==> config.mk <==
export PLATFORM = sky130hd
export DESIGN_NAME = tod_timer
export DESIGN_NICKNAME = d
export VERILOG_FILES = /design/src/rtl/tod_timer_pkg.sv /design/src/rtl/tod_timer_ctrl.sv /design/src/rtl/tod_timer_dp.sv /design/src/rtl/tod_timer.sv
export SDC_FILE = /design/constraint.sdc
export NUM_CORES = 1
export LEC_CHECK = 0
export ABC_CLOCK_PERIOD_IN_PS = 6800
export BUFFER_PORTS_ARGS = -buffer_cell sky130_fd_sc_hd__buf_2
export CAP_MARGIN = 40
export CORE_UTILIZATION = 45
export DETAILED_ROUTE_END_ITERATION = 8
export HOLD_SLACK_MARGIN = 0.12
export PLACE_DENSITY_LB_ADDON = 0.08
export SYNTH_ARGS = -nofsm -noshare
export SYNTH_HDL_FRONTEND = slang
export SYNTH_SLANG_ARGS = --single-unit
export TNS_END_PERCENT = 30
==> constraint.sdc <==
create_clock -name clk -period 6.8 [get_ports clk]
set_clock_uncertainty 0.05 [all_clocks]
set_input_delay 0.68 -clock clk [delete_from_list [all_inputs] [get_ports clk]]
set_output_delay 0.68 -clock clk [all_outputs]
set_load 0.05 [all_outputs]
==> src/rtl/tod_timer_pkg.sv <==
package tod_timer_pkg;

  localparam int unsigned DATA_W = 32;

  localparam logic [31:0] TOD_MASK = 32'hFF3F_3F7F;
  localparam logic [7:0]  TCK_MAX  = 8'd127;
  localparam logic [7:0]  SEC_MAX  = 8'd59;
  localparam logic [7:0]  MIN_MAX  = 8'd59;
  localparam logic [7:0]  HR_MAX_DAY  = 8'd23;
  localparam logic [7:0]  HR_MAX_WIDE = 8'd255;

  localparam logic [1:0] FMT_TOD = 2'b01;

  typedef enum logic [1:0] {
    ADDR_LOAD  = 2'd0,
    ADDR_VALUE = 2'd1,
    ADDR_CTRL  = 2'd2,
    ADDR_CLEAR = 2'd3
  } addr_e;

  typedef struct packed {
    logic [1:0] fmt;
    logic       hr24;
    logic       up;
    logic       en;
  } ctrl_t;

  // strobes from control to datapath
  typedef struct packed {
    logic step;
    logic load;
    logic up;
    logic tod;
    logic hr24;
  } strobe_t;

  function automatic logic [31:0] ctrlWord(ctrl_t c);
    return {26'd0, c.fmt, 1'b0, c.hr24, c.up, c.en};
  endfunction

  // one packed field: {carry, newValue}
  function automatic logic [8:0] fieldStep(logic [7:0] v, logic [7:0] maxV,
                                           logic up, logic cin);
    if (!cin) return {1'b0, v};
    if (up) return (v >= maxV) ? {1'b1, 8'd0} : {1'b0, v + 8'd1};
    return (v == 8'd0) ? {1'b1, maxV} : {1'b0, v - 8'd1};
  endfunction

endpackage

==> src/rtl/tod_timer_ctrl.sv <==
module tod_timer_ctrl
  import tod_timer_pkg::*;
#(
  parameter int unsigned PRESCALE = 256
) (
  input  logic        clk,
  input  logic        rstN,
  input  logic        refTick,
  input  logic        wrEn,
  input  logic [1:0]  wrAddr,
  input  logic [31:0] wrData,
  input  logic        hit,
  output strobe_t     stb,
  output logic [31:0] loadView,
  output logic [31:0] ctrlView,
  output logic        irq
);

  ctrl_t       ctrlQ;
  logic [31:0] loadQ;
  logic        pendQ;
  logic        tick;
  logic        loadStb;
  logic        wrLoad;
  logic        wrCtrl;
  logic        wrClear;
  logic        tod;

  assign wrLoad  = wrEn && (wrAddr == ADDR_LOAD);
  assign wrCtrl  = wrEn && (wrAddr == ADDR_CTRL);
  assign wrClear = wrEn && (wrAddr == ADDR_CLEAR);
  assign tod     = (ctrlQ.fmt == FMT_TOD);

  always_ff @(posedge clk) begin
    if (!rstN) begin
      ctrlQ <= '0;
      loadQ <= '0;
    end else begin
      if (wrCtrl) begin
        ctrlQ.en   <= wrData[0];
        ctrlQ.up   <= wrData[1];
        ctrlQ.hr24 <= wrData[2];
        ctrlQ.fmt  <= wrData[5:4];
      end
      if (wrLoad) loadQ <= wrData;
    end
  end

  // prescaler: variant chosen by the divide ratio
  generate
    if (PRESCALE <= 1) begin : g_noDiv
      assign tick = ctrlQ.en && refTick;
    end else begin : g_div
      localparam int unsigned PS_W = $clog2(PRESCALE);
      localparam logic [PS_W-1:0] PS_LAST = PS_W'(PRESCALE - 1);
      logic [PS_W-1:0] psCnt;
      always_ff @(posedge clk) begin
        if (!rstN || !ctrlQ.en) psCnt <= '0;
        else if (refTick) psCnt <= (psCnt == PS_LAST) ? '0 : psCnt + 1'b1;
      end
      assign tick = ctrlQ.en && refTick && (psCnt == PS_LAST);
    end
  endgenerate

  assign loadStb = pendQ && (tick || !ctrlQ.en);

  always_ff @(posedge clk) begin
    if (!rstN) pendQ <= 1'b0;
    else if (wrLoad) pendQ <= 1'b1;
    else if (loadStb) pendQ <= 1'b0;
  end

  always_comb begin
    stb.step = tick && !loadStb;
    stb.load = loadStb;
    stb.up   = ctrlQ.up;
    stb.tod  = tod;
    stb.hr24 = ctrlQ.hr24;
  end

  always_ff @(posedge clk) begin
    if (!rstN) irq <= 1'b0;
    else if (stb.step && hit) irq <= 1'b1;
    else if (wrClear) irq <= 1'b0;
  end

  assign loadView = tod ? (loadQ & TOD_MASK) : loadQ;
  assign ctrlView = ctrlWord(ctrlQ);

endmodule

==> src/rtl/tod_timer_dp.sv <==
module tod_timer_dp
  import tod_timer_pkg::*;
(
  input  logic        clk,
  input  logic        rstN,
  input  strobe_t     stb,
  input  logic [31:0] loadVal,
  output logic [31:0] cnt,
  output logic        hit
);

  logic [31:0] binNext;
  logic [31:0] todNext;
  logic [31:0] nextVal;
  logic [31:0] fullScale;
  logic [7:0]  hrMax;
  logic [8:0]  fTck, fSec, fMin, fHr;

  assign hrMax   = stb.hr24 ? HR_MAX_DAY : HR_MAX_WIDE;
  assign binNext = stb.up ? cnt + 32'd1 : cnt - 32'd1;

  always_comb begin
    fTck = fieldStep({1'b0, cnt[6:0]},   TCK_MAX, stb.up, 1'b1);
    fSec = fieldStep({2'b0, cnt[13:8]},  SEC_MAX, stb.up, fTck[8]);
    fMin = fieldStep({2'b0, cnt[21:16]}, MIN_MAX, stb.up, fSec[8]);
    fHr  = fieldStep(cnt[31:24],         hrMax,   stb.up, fMin[8]);
    todNext = {fHr[7:0], 2'b00, fMin[5:0], 2'b00, fSec[5:0], 1'b0, fTck[6:0]};
  end

  assign nextVal   = stb.tod ? todNext : binNext;
  assign fullScale = stb.tod ? {hrMax, 2'b00, MIN_MAX[5:0], 2'b00, SEC_MAX[5:0], 1'b0, TCK_MAX[6:0]}
                             : 32'hFFFF_FFFF;
  assign hit = stb.up ? (nextVal == fullScale) : (nextVal == 32'd0);

  always_ff @(posedge clk) begin
    if (!rstN) cnt <= '0;
    else if (stb.load) cnt <= stb.tod ? (loadVal & TOD_MASK) : loadVal;
    else if (stb.step) cnt <= nextVal;
  end

endmodule

==> src/rtl/tod_timer.sv <==
module tod_timer
  import tod_timer_pkg::*;
#(
  parameter int unsigned PRESCALE = 256
) (
  input  logic        clk,
  input  logic        rstN,
  input  logic        refTick,
  input  logic        wrEn,
  input  logic [1:0]  wrAddr,
  input  logic [31:0] wrData,
  input  logic [1:0]  rdAddr,
  output logic [31:0] rdData,
  output logic        irq
);

  strobe_t     stb;
  logic [31:0] loadView;
  logic [31:0] ctrlView;
  logic [31:0] cnt;
  logic        hit;
  logic        stepStb;
  logic        loadStb;
  logic        todMode;
  logic        hr24Mode;
  logic        enMode;

  tod_timer_ctrl #(.PRESCALE(PRESCALE)) u_ctrl (
    .clk(clk), .rstN(rstN), .refTick(refTick),
    .wrEn(wrEn), .wrAddr(wrAddr), .wrData(wrData),
    .hit(hit), .stb(stb), .loadView(loadView), .ctrlView(ctrlView), .irq(irq)
  );

  tod_timer_dp u_dp (
    .clk(clk), .rstN(rstN), .stb(stb), .loadVal(loadView), .cnt(cnt), .hit(hit)
  );

  assign stepStb  = stb.step;
  assign loadStb  = stb.load;
  assign todMode  = stb.tod;
  assign hr24Mode = stb.hr24;
  assign enMode   = ctrlView[0];

  always_comb begin
    unique case (rdAddr)
      ADDR_LOAD:  rdData = loadView;
      ADDR_VALUE: rdData = cnt;
      ADDR_CTRL:  rdData = ctrlView;
      default:    rdData = '0;
    endcase
  end

endmodule

==> results.md <==
* Status: finished, final reports clean
* Vias at 8182
* Initial antenna violation count at 0
* Number of synthesized register bits at 79
* Worst-path clk slew at 0.06 ns
* Flop pwr share at 34.5%
* Post-Syn Area at 7669 sq um
* First-pass GRT wire length at 38940 microns
* Leakage at 3.503 nW
* Drt first pass iters at 5
* Crit path DAT at 4.73 ns
* Post-Syn Area per Cell at 6.959 sq um
* Setup TNS at 0 ns
* Nets at 1202
* Slew Limit Fails at 0
* H-tree Lvls at 3
* Diodes inserted at 0
* Hold Crit Class: register to register
* Clk sink count at 79
* Sw Share at between 30 and 40%
* CTS Buffer Depth at 2
* Post-route ant nets at 0
* Starting DRT DRC Count at 769
* Final setup vio count at 0
* Crit-path max FO at 14
* Post-CTS setup buffer count at 0
* Final WL at 24020 microns
* Comb pwr share at 30.9%
* Reg-to-reg setup timing slack at approximately 2.3 ns
* Remaining global-route overflow at 0
* MaxCap Viol Count at 0
* Peak supply drop at roughly 0.16 mV
* Synthesis-to-layout area growth at 9.577%
* Power, Total at 0.001428 W
* Filler cells at 1728
* Post-DP HPWL at between 15000 and 20000 microns
* Buffers on Ports at a little over 70
* Ys Warns at 0
* Post-synth cell types at 81
* Hold buffer count at cts at 0
* CTS tree: yes
* Storage cell area at 1583 sq um
* Fin. Hold Viols at 0
* Die area at 17570 sq um
* Clk pwr share at approximately 35%
* Post-route cell area at 8403 sq um
* GP Congestion at ~0.92
* Actual slew at the worst max-slew pin at 0.7937 ns
* CTS Root Buffer Type: clkbuf_16
* Required time worst endpoint at 6.99 ns
* Layout cells sized above 1 at between 10% and 20%
* Min Tclk post-route at around 4.5 ns
* Post-route clock period utilization at 66.74%
* Core area at between 15000 and 20000 sq um
* Post-CTS sizing at 0
* Fmax at 0.2203 GHz
* Fraction of registers with async set/reset at 0%
* PD cells at 170.0 nW/um^2
* GR Util All Layers at 27.26%
* Multi-input gate area at roughly 5700 sq um
* Syn Inst Count at 1102
* Drt drc at 0
* Sequential area share after synthesis at 20.62%
* Vias in the first global route at 7318
* CP Capture Type: register
* Num CTS Buffers at 9
* Routed len/inst at 17.95 microns
* Max transition margin at a little under half
* Initial Util at between 40 and 50%
* Clk_lat worst skew at approximately 0.33 ns
* Vias per cell at approximately 6
* # IOs at between 70 and 80
* DP Area at approximately 8100 sq um
* Sw Pwr at approximately 0.00047 W
* EDFF count, synth at 0
* Critical Path Start Type: register
* Largest net degree at the start of global routing at 71
* Mapped Nets at 1189
* Top_reg_cell synth: dfxtp_1
* Cell-internal power at 0.0009560 W
* Crit path kind: register to register
* Die height at approximately 130 microns
* Die X at 132.5 microns
* RSZ-0062 raised after global routing: false
* Standard-cell rows at between 40 and 50
metal layers:
layer	track usage, %	wire [microns]
met5	0	0
met4	6.641	318
met3	3.027	1569
met2	38.45	9874
met1	43.02	12260
layout make-up:
type | count | share of cell area, %
repair buffers | 84 | 5.509
clock inverters | 4 | 0.8636
well taps | 220 | 3.276
clock buffers | 10 | 2.725
flip-flops and latches | 79 | 18.84
inverters | 26 | 1.161
multi-input cells | 915 | 67.63
flip-flops by register name (all words and copies together), names as in the netlist:
signal	flops
u_ctrl.pendQ	1
u_ctrl.ctrlView	5
u_dp.cnt	32
u_ctrl.g_div.psCnt	8
u_ctrl.irq	1
u_ctrl.loadQ	32
cells by family after synthesis:
family | synth area share [%]
and+or+nand+nor | 27.98
muxes | 5.564
DFF | 20.62
adders and majority gates | 7.766
xor gates and xnor gates | 4.683
buffers and inverters | 5.482
AOI/OAI and AO/OA | 27.90
per-stage QoR:
step                instances  hold WS (ns)  utilization [%]  setup WS [ns]
floorplan                1102        0.3866                -          1.860
global placement         1323        0.4082            48.73          2.399
detailed placement       1324        0.4107            48.85          2.296
CTS                      1338        0.4197            50.67          2.284
global route             1338        0.4492            50.67          1.937
finish                   1338        0.4196            50.67          2.261
cell usage in the layout (no fill, tap or decap), types with 11 or more instances in the layout:
| cell | instances |
|---|---|
| nand2_1 | 151 |
| nor2_1 | 127 |
| a21oi_1 | 117 |
| dfxtp_1 | 78 |
| buf_2 | 72 |
| o21ai_0 | 60 |
| ha_1 | 46 |
| nand3_1 | 45 |
| mux2i_1 | 37 |
| inv_1 | 25 |
| nor3_1 | 25 |
| xnor2_1 | 21 |
| a31oi_1 | 21 |
| nand4_1 | 20 |
| xor2_1 | 20 |
| a21o_1 | 16 |
| o22a_1 | 15 |
| and3_1 | 14 |
| a22oi_1 | 11 |
| buf_4 | 11 |
final timing paths:
kind                          from          endpoint  depth (start not counted)
setup / recovery       u_dp.cnt[0]        u_ctrl.irq                         11
hold / removal    u_ctrl.loadQ[22]  u_ctrl.loadQ[22]                          2
setup reg to reg       u_dp.cnt[0]        u_ctrl.irq                         11
hold reg to reg   u_ctrl.loadQ[22]  u_ctrl.loadQ[22]                          2
Yosys cell counts, drive strengths merged, types with 5 or more instances:
library cell | number | area share (%)
dfxtp | 79 | 21
or2 | 5 | 0.41
or3 | 8 | 0.65
clkbuf | 67 | 3.3
a211oi | 7 | 0.69
nor4 | 7 | 0.73
nor3 | 26 | 1.8
nand4 | 21 | 1.8
o22a | 15 | 1.7
and3 | 14 | 1.1
a221oi | 8 | 1.1
o311ai | 5 | 0.57
nand3 | 45 | 2.9
buf | 15 | 0.93
inv | 26 | 1.3
a21oi | 119 | 7.9
ha | 46 | 7.5
mux2i | 37 | 4.8
a21o | 16 | 1.6
xnor2 | 21 | 2.4
a31oi | 21 | 1.7
o211ai | 6 | 0.59
or4 | 6 | 0.64
mux2 | 5 | 0.73
a22oi | 11 | 1.1
o21ai | 61 | 4.0
o21a | 9 | 0.88
nor2b | 9 | 0.73
nand2 | 151 | 7.4
xor2 | 20 | 2.3
nand2b | 6 | 0.49
o31ai | 8 | 0.78
nor2 | 127 | 6.2
power groups by stage:
stage | Combinational [W] | Sequential (W) | Clock, W
3_3_place_gp | 0.000433 | 0.000503 | 0
4_1_cts | 0.000434 | 0.000493 | 0.000501
3_5_place_dp | 0.000431 | 0.000503 | 0
2_1_floorplan | 0.000323 | 0.000491 | 0
6_report | 0.000442 | 0.000493 | 0.000493
5_1_grt | 0.000482 | 0.000495 | 0.000524
worst max-delay path, stage by stage, from the launching register on:
cell and delay, ns:
dfxtp_1 0.67, ha_1 0.34, a21oi_1 0.12, nor3b_2 0.45, a21oi_1 0.30, o311ai_0 0.39, a21boi_0 0.69, o2111ai_1 0.21
a2111o_1 0.37, or4_1 0.51, o31a_1 0.29, o31ai_1 0.06
Power figures use the tool's default switching activity.
